File: config.mk
export PLATFORM = sky130hd
export DESIGN_NAME = alu8_core
export DESIGN_NICKNAME = d
export VERILOG_FILES = /design/src/rtl/alu8_pkg.sv /design/src/rtl/alu8_arith.sv /design/src/rtl/alu8_logic.sv /design/src/rtl/alu8_flags.sv /design/src/rtl/alu8_core.sv
export SDC_FILE = /design/constraint.sdc
export NUM_CORES = 1
export LEC_CHECK = 0
export ABC_AREA = 0
export BUFFER_PORTS_ARGS = -buffer_cell sky130_fd_sc_hd__buf_2
export CAP_MARGIN = 20
export CORE_UTILIZATION = 50
export CTS_BUF_LIST = sky130_fd_sc_hd__clkbuf_8
export DETAILED_ROUTE_END_ITERATION = 8
export GPL_TIMING_DRIVEN = 0
export PLACE_DENSITY = 0.7
export SLEW_MARGIN = 20
export SYNTH_ARGS = -nofsm -noshare
export SYNTH_HDL_FRONTEND = slang
export SYNTH_HIERARCHICAL = 1
export SYNTH_SLANG_ARGS = --single-unit
File: constraint.sdc
create_clock -name clk -period 6 [get_ports clk]
set_input_delay 1.2 -clock clk [delete_from_list [all_inputs] [get_ports clk]]
set_output_delay 1.2 -clock clk [all_outputs]
set_load 0.02 [all_outputs]
File: src/rtl/alu8_pkg.sv
package alu8_pkg;
  localparam int W = 8;
  localparam int H = W / 2;

  typedef logic [3:0] op_t;

  localparam op_t OP_ADD  = 4'd0;
  localparam op_t OP_ADC  = 4'd1;
  localparam op_t OP_SUB  = 4'd2;
  localparam op_t OP_SBB  = 4'd3;
  localparam op_t OP_AND  = 4'd4;
  localparam op_t OP_OR   = 4'd5;
  localparam op_t OP_XOR  = 4'd6;
  localparam op_t OP_XNOR = 4'd7;
  localparam op_t OP_CPL  = 4'd8;
  localparam op_t OP_CLR  = 4'd9;
  localparam op_t OP_INC  = 4'd10;
  localparam op_t OP_DEC  = 4'd11;

  typedef struct packed {
    logic s;
    logic z;
    logic ac;
    logic p;
    logic cy;
  } flags_t;

  function automatic logic op_is_valid(op_t o);
    return o <= OP_DEC;
  endfunction

  function automatic logic op_is_logic(op_t o);
    return (o >= OP_AND) && (o <= OP_CLR);
  endfunction

  function automatic logic op_is_step(op_t o);
    return (o == OP_INC) || (o == OP_DEC);
  endfunction

  // Full-width sum; the top bit is the carry out.
  function automatic logic [W:0] wide_add(logic [W-1:0] x, logic [W-1:0] y, logic c);
    return {1'b0, x} + {1'b0, y} + {{W{1'b0}}, c};
  endfunction

  // Full-width difference; the top bit is the borrow out.
  function automatic logic [W:0] wide_sub(logic [W-1:0] x, logic [W-1:0] y, logic c);
    return {1'b0, x} - {1'b0, y} - {{W{1'b0}}, c};
  endfunction

  function automatic logic [H:0] nib_add(logic [H-1:0] x, logic [H-1:0] y, logic c);
    return {1'b0, x} + {1'b0, y} + {{H{1'b0}}, c};
  endfunction

  function automatic logic [H:0] nib_sub(logic [H-1:0] x, logic [H-1:0] y, logic c);
    return {1'b0, x} - {1'b0, y} - {{H{1'b0}}, c};
  endfunction

  // Status byte layout: S Z 0 AC 0 P 1 CY
  function automatic logic [7:0] pack_status(flags_t f);
    return {f.s, f.z, 1'b0, f.ac, 1'b0, f.p, 1'b1, f.cy};
  endfunction
endpackage

File: src/rtl/alu8_arith.sv
module alu8_arith
  import alu8_pkg::*;
(
  input  op_t          op,
  input  logic [W-1:0] a,
  input  logic [W-1:0] b,
  input  logic         cin,
  output logic [W-1:0] res,
  output logic         cy,
  output logic         hc
);
  logic [W:0] full;
  logic [H:0] half;
  logic       c_eff;

  always_comb begin
    c_eff = ((op == OP_ADC) || (op == OP_SBB)) ? cin : 1'b0;
    case (op)
      OP_ADD, OP_ADC: begin
        full = wide_add(a, b, c_eff);
        half = nib_add(a[H-1:0], b[H-1:0], c_eff);
      end
      OP_SUB, OP_SBB: begin
        full = wide_sub(a, b, c_eff);
        half = nib_sub(a[H-1:0], b[H-1:0], c_eff);
      end
      OP_INC: begin
        full = wide_add(a, {W{1'b0}}, 1'b1);
        half = nib_add(a[H-1:0], {H{1'b0}}, 1'b1);
      end
      OP_DEC: begin
        full = wide_sub(a, {W{1'b0}}, 1'b1);
        half = nib_sub(a[H-1:0], {H{1'b0}}, 1'b1);
      end
      default: begin
        full = {1'b0, a};
        half = '0;
      end
    endcase
    res = full[W-1:0];
    cy  = full[W];
    hc  = half[H];
  end
endmodule

File: src/rtl/alu8_logic.sv
module alu8_logic
  import alu8_pkg::*;
(
  input  op_t          op,
  input  logic [W-1:0] a,
  input  logic [W-1:0] b,
  output logic [W-1:0] res,
  output logic         hc
);
  always_comb begin
    case (op)
      OP_AND:  res = a & b;
      OP_OR:   res = a | b;
      OP_XOR:  res = a ^ b;
      OP_XNOR: res = ~(a ^ b);
      OP_CPL:  res = ~a;
      default: res = '0;
    endcase
    hc = (op == OP_AND);
  end
endmodule

File: src/rtl/alu8_flags.sv
module alu8_flags
  import alu8_pkg::*;
(
  input  logic         clk,
  input  logic         rst,
  input  op_t          op,
  input  logic [W-1:0] res,
  input  logic         arith_cy,
  input  logic         arith_hc,
  input  logic         logic_hc,
  input  logic         flag_we,
  output flags_t       q
);
  flags_t nxt;

  always_comb begin
    nxt.s = res[W-1];
    nxt.z = ~|res;
    nxt.p = ~^res;
    if (op_is_logic(op)) begin
      nxt.cy = 1'b0;
      nxt.ac = logic_hc;
    end else if (op_is_step(op)) begin
      nxt.cy = q.cy;
      nxt.ac = arith_hc;
    end else begin
      nxt.cy = arith_cy;
      nxt.ac = arith_hc;
    end
  end

  always_ff @(posedge clk) begin
    if (rst)
      q <= '0;
    else if (flag_we && op_is_valid(op))
      q <= nxt;
  end
endmodule

File: src/rtl/alu8_core.sv
module alu8_core
  import alu8_pkg::*;
(
  input  logic       clk,
  input  logic       rst,
  input  logic [3:0] op,
  input  logic [7:0] tmp_in,
  input  logic       acc_we,
  input  logic       flag_we,
  output logic [7:0] result,
  output logic [7:0] acc_q,
  output logic [7:0] status
);
  logic [W-1:0] acc_r;
  logic [W-1:0] arith_res;
  logic [W-1:0] logic_res;
  logic         arith_cy;
  logic         arith_hc;
  logic         logic_hc;
  logic         op_ok;
  flags_t       flags;

  assign op_ok = op_is_valid(op);

  alu8_arith u_arith (
    .op  (op),
    .a   (acc_r),
    .b   (tmp_in),
    .cin (flags.cy),
    .res (arith_res),
    .cy  (arith_cy),
    .hc  (arith_hc)
  );

  alu8_logic u_logic (
    .op  (op),
    .a   (acc_r),
    .b   (tmp_in),
    .res (logic_res),
    .hc  (logic_hc)
  );

  always_comb begin
    if (!op_ok)
      result = acc_r;
    else if (op_is_logic(op))
      result = logic_res;
    else
      result = arith_res;
  end

  alu8_flags u_flags (
    .clk      (clk),
    .rst      (rst),
    .op       (op),
    .res      (result),
    .arith_cy (arith_cy),
    .arith_hc (arith_hc),
    .logic_hc (logic_hc),
    .flag_we  (flag_we),
    .q        (flags)
  );

  always_ff @(posedge clk) begin
    if (rst)
      acc_r <= '0;
    else if (acc_we && op_ok)
      acc_r <= result;
  end

  assign acc_q  = acc_r;
  assign status = pack_status(flags);
endmodule

Word-level counts from Yosys, hierarchy flattened --
Index checks and enable logic that the tools add are counted.
Word-level totals: bits of input ports 16, RAM bits 0, word-level logic and storage cells 58, bits in registers 13, memories 0, bits in read-only memories 0, latch bits 0, output and inout bits 24
Cells by class: divide/modulo/power cells 0, bitwise logic cells 5, magnitude comparators 3, $mul 0, eq/ne operators 11, shift operators 0, reduce and logical (&&, ||, !) cells 12, add/subtract/negate cells 12, multiplexer cells 9
Operators with widths (count):
- one-hot mux 8 bit (5 select lines) | 1
- one-hot mux 9 bit (4 select lines) | 1
- one-hot mux 5 bit (4 select lines) | 1
- == test 4 x 3 -> 1 bit, second input constant | 4
- two-way mux 8 bit | 2
- inverter 8 bit | 2
- == test 4 bit, second input constant | 3
- adder 8 x 1 -> 9 bit, second input constant | 1
- adder 8 x 8 -> 9 bit | 1
- adder 9 x 1 -> 9 bit | 1
- subtractor 8 x 1 -> 9 bit, second input constant | 1
- subtractor 8 x 8 -> 9 bit | 1
- subtractor 9 x 1 -> 9 bit | 1
- bitwise AND 8 bit | 1
- == test 4 x 2 -> 1 bit, second input constant | 2
- <= comparator 4 bit, second input constant | 2
- bitwise OR 8 bit | 1
- OR reduction 8 bit | 1
- XNOR reduction 8 bit | 1
- bitwise XOR 8 bit | 1
- adder 4 x 1 -> 5 bit, second input constant | 1
- adder 4 x 4 -> 5 bit | 1
- adder 5 x 1 -> 5 bit | 1
- subtractor 4 x 1 -> 5 bit, second input constant | 1
- other kinds (12) | 19

Depth between registers and ports, before layout --
Gate-level depths: netlist of run 1.
word-level depth 9, depth in mapped cells 20, depth with buffers taken out 19

Modules after synthesis --
Netlist of run 1, hierarchy kept.
By module, submodules not included:
- alu8_arith | instances 1, area an instance 1422.6 um2, cells an instance 195, seq. area each 0.0 um2
- alu8_core | instances 1, area an instance 788.3 um2, cells an instance 82, seq. area each 160.2 um2
- alu8_logic | instances 1, area an instance 589.3 um2, cells an instance 75, seq. area each 0.0 um2
- alu8_flags | instances 1, area an instance 354.1 um2, cells an instance 41, seq. area each 100.1 um2

Least setup slack after synthesis of run 1 --
Ideal clock, no wire load.
path kind in2out, from input port op[3], to output port result[4], data required time 4800 ps, stages 14, data arrival time 3953 ps, path slack 847 ps, path buffers 1, cells stage by stage buf_1 nor2_1 nand3_1 fa_1 fa_1 nor2b_1 nor2b_1 nor2_1 xnor2_1 a222oi_1 o21ai_0 mux2_4 nand2_2 nand3_1
Between the ends: cells in the longest elaborated chain, start to end 7, elaborated cells on any way between the ends 25
RTL lines:
- start, declared | RTL line alu8_core.sv:6 | input logic [3:0] op,
- == test 4 x 1 -> 1 bit / == test 4 x 2 -> 1 bit (equally long branches) | RTL line alu8_arith.sv:17, alu8_arith.sv:18
- logical OR 1 bit | RTL line alu8_arith.sv:17 | c_eff = ((op == OP_ADC) || (op == OP_SBB)) ? cin : 1'b0;
- two-way mux 1 bit | RTL line alu8_arith.sv:17
- subtractor 9 x 1 -> 9 bit / adder 9 x 1 -> 9 bit (equally long branches) | RTL line alu8_pkg.sv:47, alu8_pkg.sv:42
- one-hot mux 9 bit (4 select lines) * | RTL line alu8_arith.sv:18 | case (op)
- via arith_res[4] | RTL line alu8_core.sv:15 | logic [W-1:0] arith_res;
- two-way mux 8 bit * | RTL line alu8_core.sv:46 | else if (op_is_logic(op))
- two-way mux 8 bit * | RTL line alu8_core.sv:44 | if (!op_ok)
- end, declared | RTL line alu8_core.sv:10 | output logic [7:0] result,
The timed path passes the listed nets; every way through them passes the cells marked *.

Final worst setup path of run 1 --
from input port op[1], to output port result[7]
Same word-level chain as after synthesis.

==> results.yml, run 1 <==
status:
  status: "complete, no violations"
clock_network:
  clk_path_buf_depth: 2
  clock-sinks: 13
  cts_setup_buffers: 0
  htreeDepth: 1
  numCtsBuffers: 3
  clk_pin_slew_worst_paths_ns: 0.05
  insertion_delay_ns: 0.24
  postCtsHoldBufs: 0
  cts-root-buf: "clkbuf_8"
  cts_tree: "done"
yosys:
  ys_types: 63
  ys_seq_area_frac: 0.0825
  synth_cells: 393
  synth-compound-area-share: 0.259
  muxShareOfSynthArea: 0.0635
  synth_commonest_cells: "inv_1 (62), ha_1 (48), nand2_1 (27)"
  synth-async-reset-ratio: 0
  synth_edf_count: 0
  yosys.cell_count.top_type: "inv_1"
  synthTopCellsByArea: "ha_1 (19%), dfxtp_1 (8.3%), inv_1 (7.4%)"
  avgSynthCellArea_um2: 8.03
  yosys.area.top_type: "ha_1"
  ys.flop_type: "dfxtp_1"
  ys_ff_latch: 13
  yosys.area_share.simple: 0.165
  yosysTopAreaCellShare: 0.190
  synthAdderAreaFrac: 0.222
  synth_area_mm2: 0.00315
  synth_top_family_by_area: "compound AO/OA/AOI/OAI gates"
  yosys_warnings: 6
  synthXorXnorAreaFrac: 0.0861
global_routing:
  grt_overflow: 0
  grt_pass1_vias: 2646
  grt_pass1_wl_um: 12500
  grt_max_degree: 23
  antenna_found_initial: 0
  globalRouteTotalUtil: 0.244
floorplanning:
  initial_core_util: 0.527
  dieArea_mm2: 0.00663
  ioPinCount: 40
  rows: 28
  fp.dieW_um: 81.4
  fp.coreArea_mm2: 0.00599
  die_h_um: 81.4
power_and_ir_drop:
  ir_worst_vdd_uv: 151
  leakagePower_uw: 0.00167
  powerDensity_mw_per_mm2: 148
critical_path:
  critPathKind: "input pin to output port"
  start_kind: "input pin"
  r2r.worst_path.cells: 18
  endpoint_kind: "output port"
  critPathSlowestCell: "and2_2"
  crit_arrival_ns: 4.63
  cpMostUsedCell: "buf_2"
  cp.required_ns: 4.80
  slowest_delay_ns: 0.32
  crit_chain: "buf_2, buf_2, nand2_1, nor2_2, and2_2, ha_1, a211oi_1, o21bai_1, o21ai_0, xor2_1, o221ai_2, mux2_4, a221oi_2, nand2_1, buf_2"
  cp_max_fo: 15
sta:
  final.period_utilization: 0.972
  relSlewSlack: 0.581
  skew_ns: 0.00411
  setup-violations-final: 0
  drv_slew: 0
  setup_ws_ns: 0.166
  timing_worst_slew_pin_value_ns: 0.628
  rsz0062_at_grt: "no"
  hold_viol: 0
  max_freq_mhz: 171
  period_needed_ns: 5.83
cells_and_area:
  area_growth_pct: 10.9
  drive_above_1_share: 0.199
  fillers: 594
  antennaDiodeCount: 0
  fin_nets: 503
  final_util: 0.584
drt:
  wl_um: 7890
  drc: 0
  dr.pass1.iters: 4
  drtAntennaViolNets: 0
  drtIter0Drc: 131
  wl_per_cell_um: 15.5
  avgViaCountPerCell: 5.72
  vias: 2907
placed_design:
  globalplace.congestion: 0.847
  io_buffer_count: 36
  pre_cts_slack_ns: -0.0813
  post-dp-hpwl_um: 6380
worst_hold_path:
  hp-class: "register to register"
  whs_path_depth: 2
flow_run:
  max-cap-violations: 0
worst paths after layout:
kind | startpoint | endpoint | slack, ns
min reg2reg | u_flags/q[1]$_SDFFE_PP0P_ | u_flags/q[1]$_SDFFE_PP0P_ | 0.49
min | u_flags/q[1]$_SDFFE_PP0P_ | u_flags/q[1]$_SDFFE_PP0P_ | 0.49
max reg2reg | acc_q[6]$_SDFFE_PP0P_ | u_flags/q[1]$_SDFFE_PP0P_ | 1.86
max | op[1] | result[7] | 0.17
per-layer routing:
metal	track usage	up-vias	share of wire	routed length, µm
met2	0.407	78	0.46	3620
met4	0.0232	0	0.0065	51
met3	0.0289	6	0.051	405
met5	0	-	0	0
li1	-	1467	-	-
met1	0.346	1356	0.48	3810
power by group:
part / switching [µW] / internal, µW
Sequential: 15.6 / 94.0
Clock: 30.9 / 45.1
Combinational: 189 / 144
state kept, by name, summed over array words and instances, names as in the netlist:
| signal | count |
|---|---|
| acc_q | 8 |
| u_flags/q | 5 |
worst max-delay path: cells and delay by family:
family,cells,cell delay (ns)
AO/OA/AOI/OAI,5,1.11
multiplexers,1,0.29
buffers and inverters,3,0.70
adder cells (fa/ha/maj),1,0.29
XOR/XNOR,1,0.23
AND/OR/NAND/NOR,4,0.80
cell usage in the layout (no fill, tap or decap), drive strengths merged, types with 5 or more instances in the layout:
cell,synthesis,layout
and4bb,5,5
a22oi,5,5
nand2b,6,6
xor2,12,12
xnor2,19,19
o21ai,19,19
fa,5,5
clkbuf,4,7
nor2,24,24
a211o,8,8
nor3,5,5
inv,62,63
mux2,8,8
nand3,5,5
a221oi,5,5
ha,48,48
o32ai,5,5
mux2i,8,8
o221ai,9,9
nor2b,7,7
a21oi,13,13
dfxtp,13,13
nand2,30,30
buf,13,48
per-stage QoR:
step	hold slack, ns	std cells	TNS (ns)	power [µW]	instance area [µm²]
3_5_place_dp	0.485	505	-0.198	437	3430
4_1_cts	0.490	509	0	517	3480
3_3_place_gp	0.469	505	-0.0642	428	3430
6_report	0.493	508	0	518	3500
2_1_floorplan	0.556	394	0	355	3160
5_1_grt	0.495	508	0	559	3500
cell type report:
cell class / count / area, µm² / area share
buffer: 16 / 123 / 0.0351
tap: 75 / 93.8 / 0.0268
timing repair buffer: 36 / 183 / 0.0522
multi-input combinational: 301 / 2540 / 0.727
sequential: 13 / 260 / 0.0744
clock buffer: 3 / 41.3 / 0.0118
clock inverter: 1 / 3.75 / 0.00107
inverter: 63 / 250 / 0.0715
cell families (layout without fill, tap and decap cells):
kind of cell    Yosys count  in the layout
compound gates          102            102
xor+xnor                 31             31
fa+ha+maj                53             53
buf+inv                  80            119
flops                    13             13
mux                      16             16
other cells               2              3
simple gates             96             96
timing repair:
action                                 CTS  global route
endpoints found under the hold margin    0             0
setup endpoints to repair                3             4
gates resized for setup                  2             8
No activity file was read; power rests on OpenSTA's default activity.
==> run 2, diff against run 1 <==
==> constraint.sdc (replaced) <==
create_clock -name clk -period 6 [get_ports clk]
set_input_delay 0.9 -clock clk [delete_from_list [all_inputs] [get_ports clk]]
set_output_delay 0.9 -clock clk [all_outputs]
set_load 0.02 [all_outputs]
==> run 2 against run 1 <==
  * Sequential power barely moved
  * Clock skew rose by 0.0016 ns
  * Via count barely moved
  * Routed wire length barely moved
  * Clock power rose by 0.8%
  * Count of clock-buffer cells in the layout did not move
  * Register-to-register slack got worse by 0.02 ns
  * Final cell count rose by 0.20%
  * Sequential share of layout area barely moved
  * Critical endpoint unchanged
==> results.yml, run 2 (synthesized netlist as in run 1, its figures left out) <==
sta:
  rsz0062_at_grt: "no"
  relSlewSlack: 0.581
  final.period_utilization: 0.923
  max_freq_mhz: 180
  setup_tns_ns: 0
  hold_viol: 0
  timing_worst_slew_pin_value_ns: 0.627
  setup-violations-final: 0
  drv_slew: 0
  skew_ns: 0.00569
  period_needed_ns: 5.54
global_routing:
  antenna_found_initial: 0
  grt_overflow: 0
  grt_max_degree: 23
  grt_pass1_vias: 2645
  globalRouteTotalUtil: 0.244
  grt_pass1_wl_um: 12500
critical_path:
  slowest_delay_ns: 0.39
  cp_max_fo: 22
  critPathKind: "input pin to output port"
  crit_chain: "buf_2, buf_1, nor2_1, nand3_1, inv_1, fa_1, a21oi_2, a2111oi_2, or3_1, a31oi_1, xnor2_1, o221ai_2, mux2_4, a221oi_2, nand2_1, buf_2"
  crit_arrival_ns: 4.64
  cp.required_ns: 5.10
  start_kind: "input pin"
  cp_num_buf_inv: 4
  cpMostUsedCell: "buf_2"
  critPathSlowestCell: "fa_1"
  endpoint_kind: "output port"
  cp_top_family: "buffers and inverters"
power_and_ir_drop:
  ir_worst_vdd_uv: 152
  total_power_uw: 516
  leakagePower_uw: 0.00167
  powerDensity_mw_per_mm2: 148
drt:
  drtIter0Drc: 180
  drc: 0
  avgViaCountPerCell: 5.71
  wl_per_cell_um: 15.5
  dr.pass1.iters: 5
  drtAntennaViolNets: 0
  wl_um: 7890
  vias: 2908
clock_network:
  clk_pin_slew_worst_paths_ns: 0.05
  htreeDepth: 1
  insertion_delay_ns: 0.24
  clock-sinks: 13
  cts-root-buf: "clkbuf_8"
  postCtsHoldBufs: 0
  clk_path_buf_depth: 2
  cts_setup_buffers: 0
  cts_tree: "done"
  post_cts_resized: 0
  numCtsBuffers: 3
floorplanning:
  die_h_um: 81.4
  fp.dieW_um: 81.4
  rows: 28
  dieArea_mm2: 0.00663
  ioPinCount: 40
  fp.coreArea_mm2: 0.00599
  initial_core_util: 0.527
cells_and_area:
  drive_above_1_share: 0.182
  final_common_cell: "inv_1"
  final_cells: 509
  largest_reg_flops: 8
  most-common-layout-cells: "inv_1 (63), ha_1 (48), buf_2 (39)"
  fin_nets: 504
  final_area_mm2: 0.00348
  area_growth_pct: 10.2
  antennaDiodeCount: 0
placed_design:
  io_buffer_count: 36
  placed_cell_area_mm2: 0.00343
  dp.cells: 505
  post-dp-hpwl_um: 6380
  globalplace.congestion: 0.847
worst_hold_path:
  hp-class: "register to register"
flow_run:
  max-cap-violations: 0
status:
  status: "complete, no violations"
==> run 2: final cells by class <==
| type | instances | area [µm²] |
|---|---|---|
| Buffer | 17 | 125 |
| Clock buffer | 3 | 41.3 |
| Clock inverter | 1 | 3.75 |
| Fill cell | 600 | 2510 |
| Inverter | 63 | 250 |
| Multi-Input combinational cell | 301 | 2520 |
| Sequential cell | 13 | 260 |
| Tap cell | 75 | 93.8 |
| Timing Repair Buffer | 36 | 180 |
==> run 2: tightest hold or removal path, cell delays in order (launching register included) <==
cell	delay, ns
dfxtp_1	0.31
nand2b_1	0.07
o22ai_1	0.07
==> run 2: worst paths after layout <==
path | slack, ns | to | depth (start not counted) | start
setup / recovery | 0.46 | result[7] | 16 | op[3]
hold / removal | 0.49 | u_flags/q[1]$_SDFFE_PP0P_ | 2 | u_flags/q[1]$_SDFFE_PP0P_
setup reg to reg | 1.84 | u_flags/q[1]$_SDFFE_PP0P_ | 18 | acc_q[6]$_SDFFE_PP0P_
hold reg to reg | 0.49 | u_flags/q[1]$_SDFFE_PP0P_ | 2 | u_flags/q[1]$_SDFFE_PP0P_
==> run 2: per-layer routing <==
layer,track usage,vias up,part of all wire
met5,0,-,0
met4,0.0232,0,0.0060
met3,0.0289,4,0.042
met2,0.407,67,0.46
met1,0.346,1369,0.49
li1,-,1468,-
==> run 2: through the flow <==
stage                      util  hold slack [ns]  setup slack, ns
after floorplan               -            0.556             1.45
after global placement    0.573            0.469            0.559
after detailed placement  0.573            0.485            0.519
after CTS                 0.580            0.490            0.510
after global routing      0.580            0.495            0.218
final                     0.580            0.493            0.459
==> run 2: power breakdown <==
group	total, µW	internal, µW	leakage (µW)	switching [µW]
Combinational	330	143	0.00153	187
Sequential	110	94.0	0.000106	15.6
Clock	76.6	45.2	0.0000269	31.5
==> run 3, diff against run 2 <==
--- a/config.mk
+++ b/config.mk
@@ -6,8 +6,9 @@
 export NUM_CORES = 1
 export LEC_CHECK = 0
 export ABC_AREA = 0
-export BUFFER_PORTS_ARGS = -buffer_cell sky130_fd_sc_hd__buf_2
+export BUFFER_PORTS_ARGS = -buffer_cell sky130_fd_sc_hd__clkbuf_2
 export CAP_MARGIN = 20
+export CORE_MARGIN = 5
 export CORE_UTILIZATION = 50
 export CTS_BUF_LIST = sky130_fd_sc_hd__clkbuf_8
 export DETAILED_ROUTE_END_ITERATION = 8
==> run 3 against run 2 <==
  * Clock power fell by 0.7%
  * Worst setup slack got worse by 0.053 ns
  * Global-route usage fell by 4.2 points
  * Combinational power fell by 2%
  * Flip-flop and latch count did not move
  * Count of clock-buffer cells in the layout did not move
  * Critical path type unchanged
==> results.yml, run 3 (synthesized netlist as in run 1, its figures left out) <==
clock_network:
  cts-root-buf: "clkbuf_8"
  clk_pin_slew_worst_paths_ns: 0.05
  cts_tree: "done"
  post_cts_resized: 0
  htreeDepth: 1
  clk_path_buf_depth: 2
  postCtsHoldBufs: 0
  numCtsBuffers: 3
  insertion_delay_ns: 0.24
  cts_setup_buffers: 0
  clock-sinks: 13
critical_path:
  cp_max_fo: 22
  crit_chain: "clkbuf_2, buf_1, nor2_1, nand3_1, inv_1, fa_1, a21oi_2, a2111oi_2, or3_1, a31oi_1, xnor2_1, o221ai_2, mux2_4, a221oi_2, nand2_1, clkbuf_2"
  crit_arrival_ns: 4.69
  critPathKind: "input pin to output port"
  cp_top_family: "buffers and inverters"
  endpoint_kind: "output port"
  cp_num_buf_inv: 4
  start_kind: "input pin"
  cpMostUsedCell: "clkbuf_2"
  critPathSlowestCell: "buf_1"
  cp.required_ns: 5.10
  slowest_delay_ns: 0.39
sta:
  period_needed_ns: 5.59
  timing_worst_slew_pin_value_ns: 0.653
  setup_tns_ns: 0
  drv_slew: 0
  final.period_utilization: 0.932
  holdWs_ns: 0.484
  max_freq_mhz: 179
  skew_ns: 0.00321
  setup-violations-final: 0
  hold_viol: 0
  rsz0062_at_grt: "no"
  relSlewSlack: 0.564
power_and_ir_drop:
  total_power_uw: 511
  powerDensity_mw_per_mm2: 147
  ir_worst_vdd_uv: 125
  leakagePower_uw: 0.00166
cells_and_area:
  largest_reg_flops: 8
  antennaDiodeCount: 0
  area_growth_pct: 10.3
  fin_nets: 504
  final_common_cell: "inv_1"
  drive_above_1_share: 0.182
  most-common-layout-cells: "inv_1 (63), ha_1 (48), clkbuf_2 (36)"
placed_design:
  globalplace.congestion: 0.924
  io_buffer_count: 36
  post-dp-hpwl_um: 6260
drt:
  avgViaCountPerCell: 5.61
  wl_met3_um: 315
  drtIter0Drc: 129
  drc: 0
  vias: 2866
  dr.pass1.iters: 7
  wl_met2_um: 3310
  wl_per_cell_um: 14.8
  routed.top_layer: "met4"
  met1_length_um: 3840
  drtAntennaViolNets: 0
  wl_um: 7590
global_routing:
  grt_max_degree: 23
  globalRouteTotalUtil: 0.203
  antenna_found_initial: 0
  grt_pass1_wl_um: 13100
  grt_overflow: 0
  grt_pass1_vias: 2723
status:
  status: "complete, no violations"
floorplanning:
  fp.coreArea_mm2: 0.00624
  rows: 29
  die_h_um: 89.4
  dieArea_mm2: 0.00800
  fp.dieW_um: 89.4
  ioPinCount: 40
  initial_core_util: 0.505
flow_run:
  max-cap-violations: 0
worst_hold_path:
  hp-class: "register to register"
-- run 3: changes by cell type in the layout (fill, tap and decap cells not counted), sizes merged --
cell	before	now
buf	49	13
clkbuf	7	43
-- run 3: worst reg2reg max path, cell delays in order (launching register included) --
cell	delay, ns
dfxtp_1	0.56
inv_1	0.09
ha_1	0.34
inv_1	0.07
ha_1	0.38
a211oi_1	0.23
nand2_1	0.07
o22ai_1	0.17
xnor2_1	0.09
a22oi_1	0.19
o221ai_2	0.16
mux2_4	0.29
a221oi_2	0.32
nand2_1	0.17
inv_1	0.09
ha_1	0.23
xor2_1	0.22
xnor2_1	0.16
o22ai_1	0.11
-- run 3: final timing paths --
check / start / endpoint / slack (ns) / cells after the start
max: op[3] / result[7] / 0.41 / 16
min: u_flags/q[1]$_SDFFE_PP0P_ / u_flags/q[1]$_SDFFE_PP0P_ / 0.48 / 2
max reg2reg: acc_q[6]$_SDFFE_PP0P_ / u_flags/q[1]$_SDFFE_PP0P_ / 1.93 / 18
min reg2reg: u_flags/q[1]$_SDFFE_PP0P_ / u_flags/q[1]$_SDFFE_PP0P_ / 0.48 / 2
-- run 3: power breakdown --
part,total (µW),leakage (µW),switching [µW],internal [µW]
Sequential,109,0.000106,15.4,94.0
Combinational,325,0.00152,184,141
Clock,76.1,0.0000269,31.0,45.2
Total,511,0.00166,230,281
-- run 3: stage by stage --
step	instance area [µm²]	cells	util	setup slack (ns)
floorplan	3160	394	-	1.45
global placement	3430	507	0.550	0.507
detailed placement	3430	507	0.550	0.452
CTS	3480	511	0.558	0.453
global route	3480	511	0.558	0.129
finish	3480	511	0.558	0.406
-- run 3: routing by layer --
layer / up-vias / GRT usage
met5: - / 0
met4: 0 / 0.0338
met3: 10 / 0.0203
met2: 66 / 0.325
met1: 1319 / 0.296
li1: 1471 / -
-- run 3: area by class of cell --
cell class	instances	area [µm²]
fillers	623	2760
multi-input cells	301	2520
flip-flops and latches	13	260
inverters	63	250
repair buffers	36	180
plain buffers	17	125
well taps	77	96.3
clock buffers	3	41.3
clock inverters	1	3.75
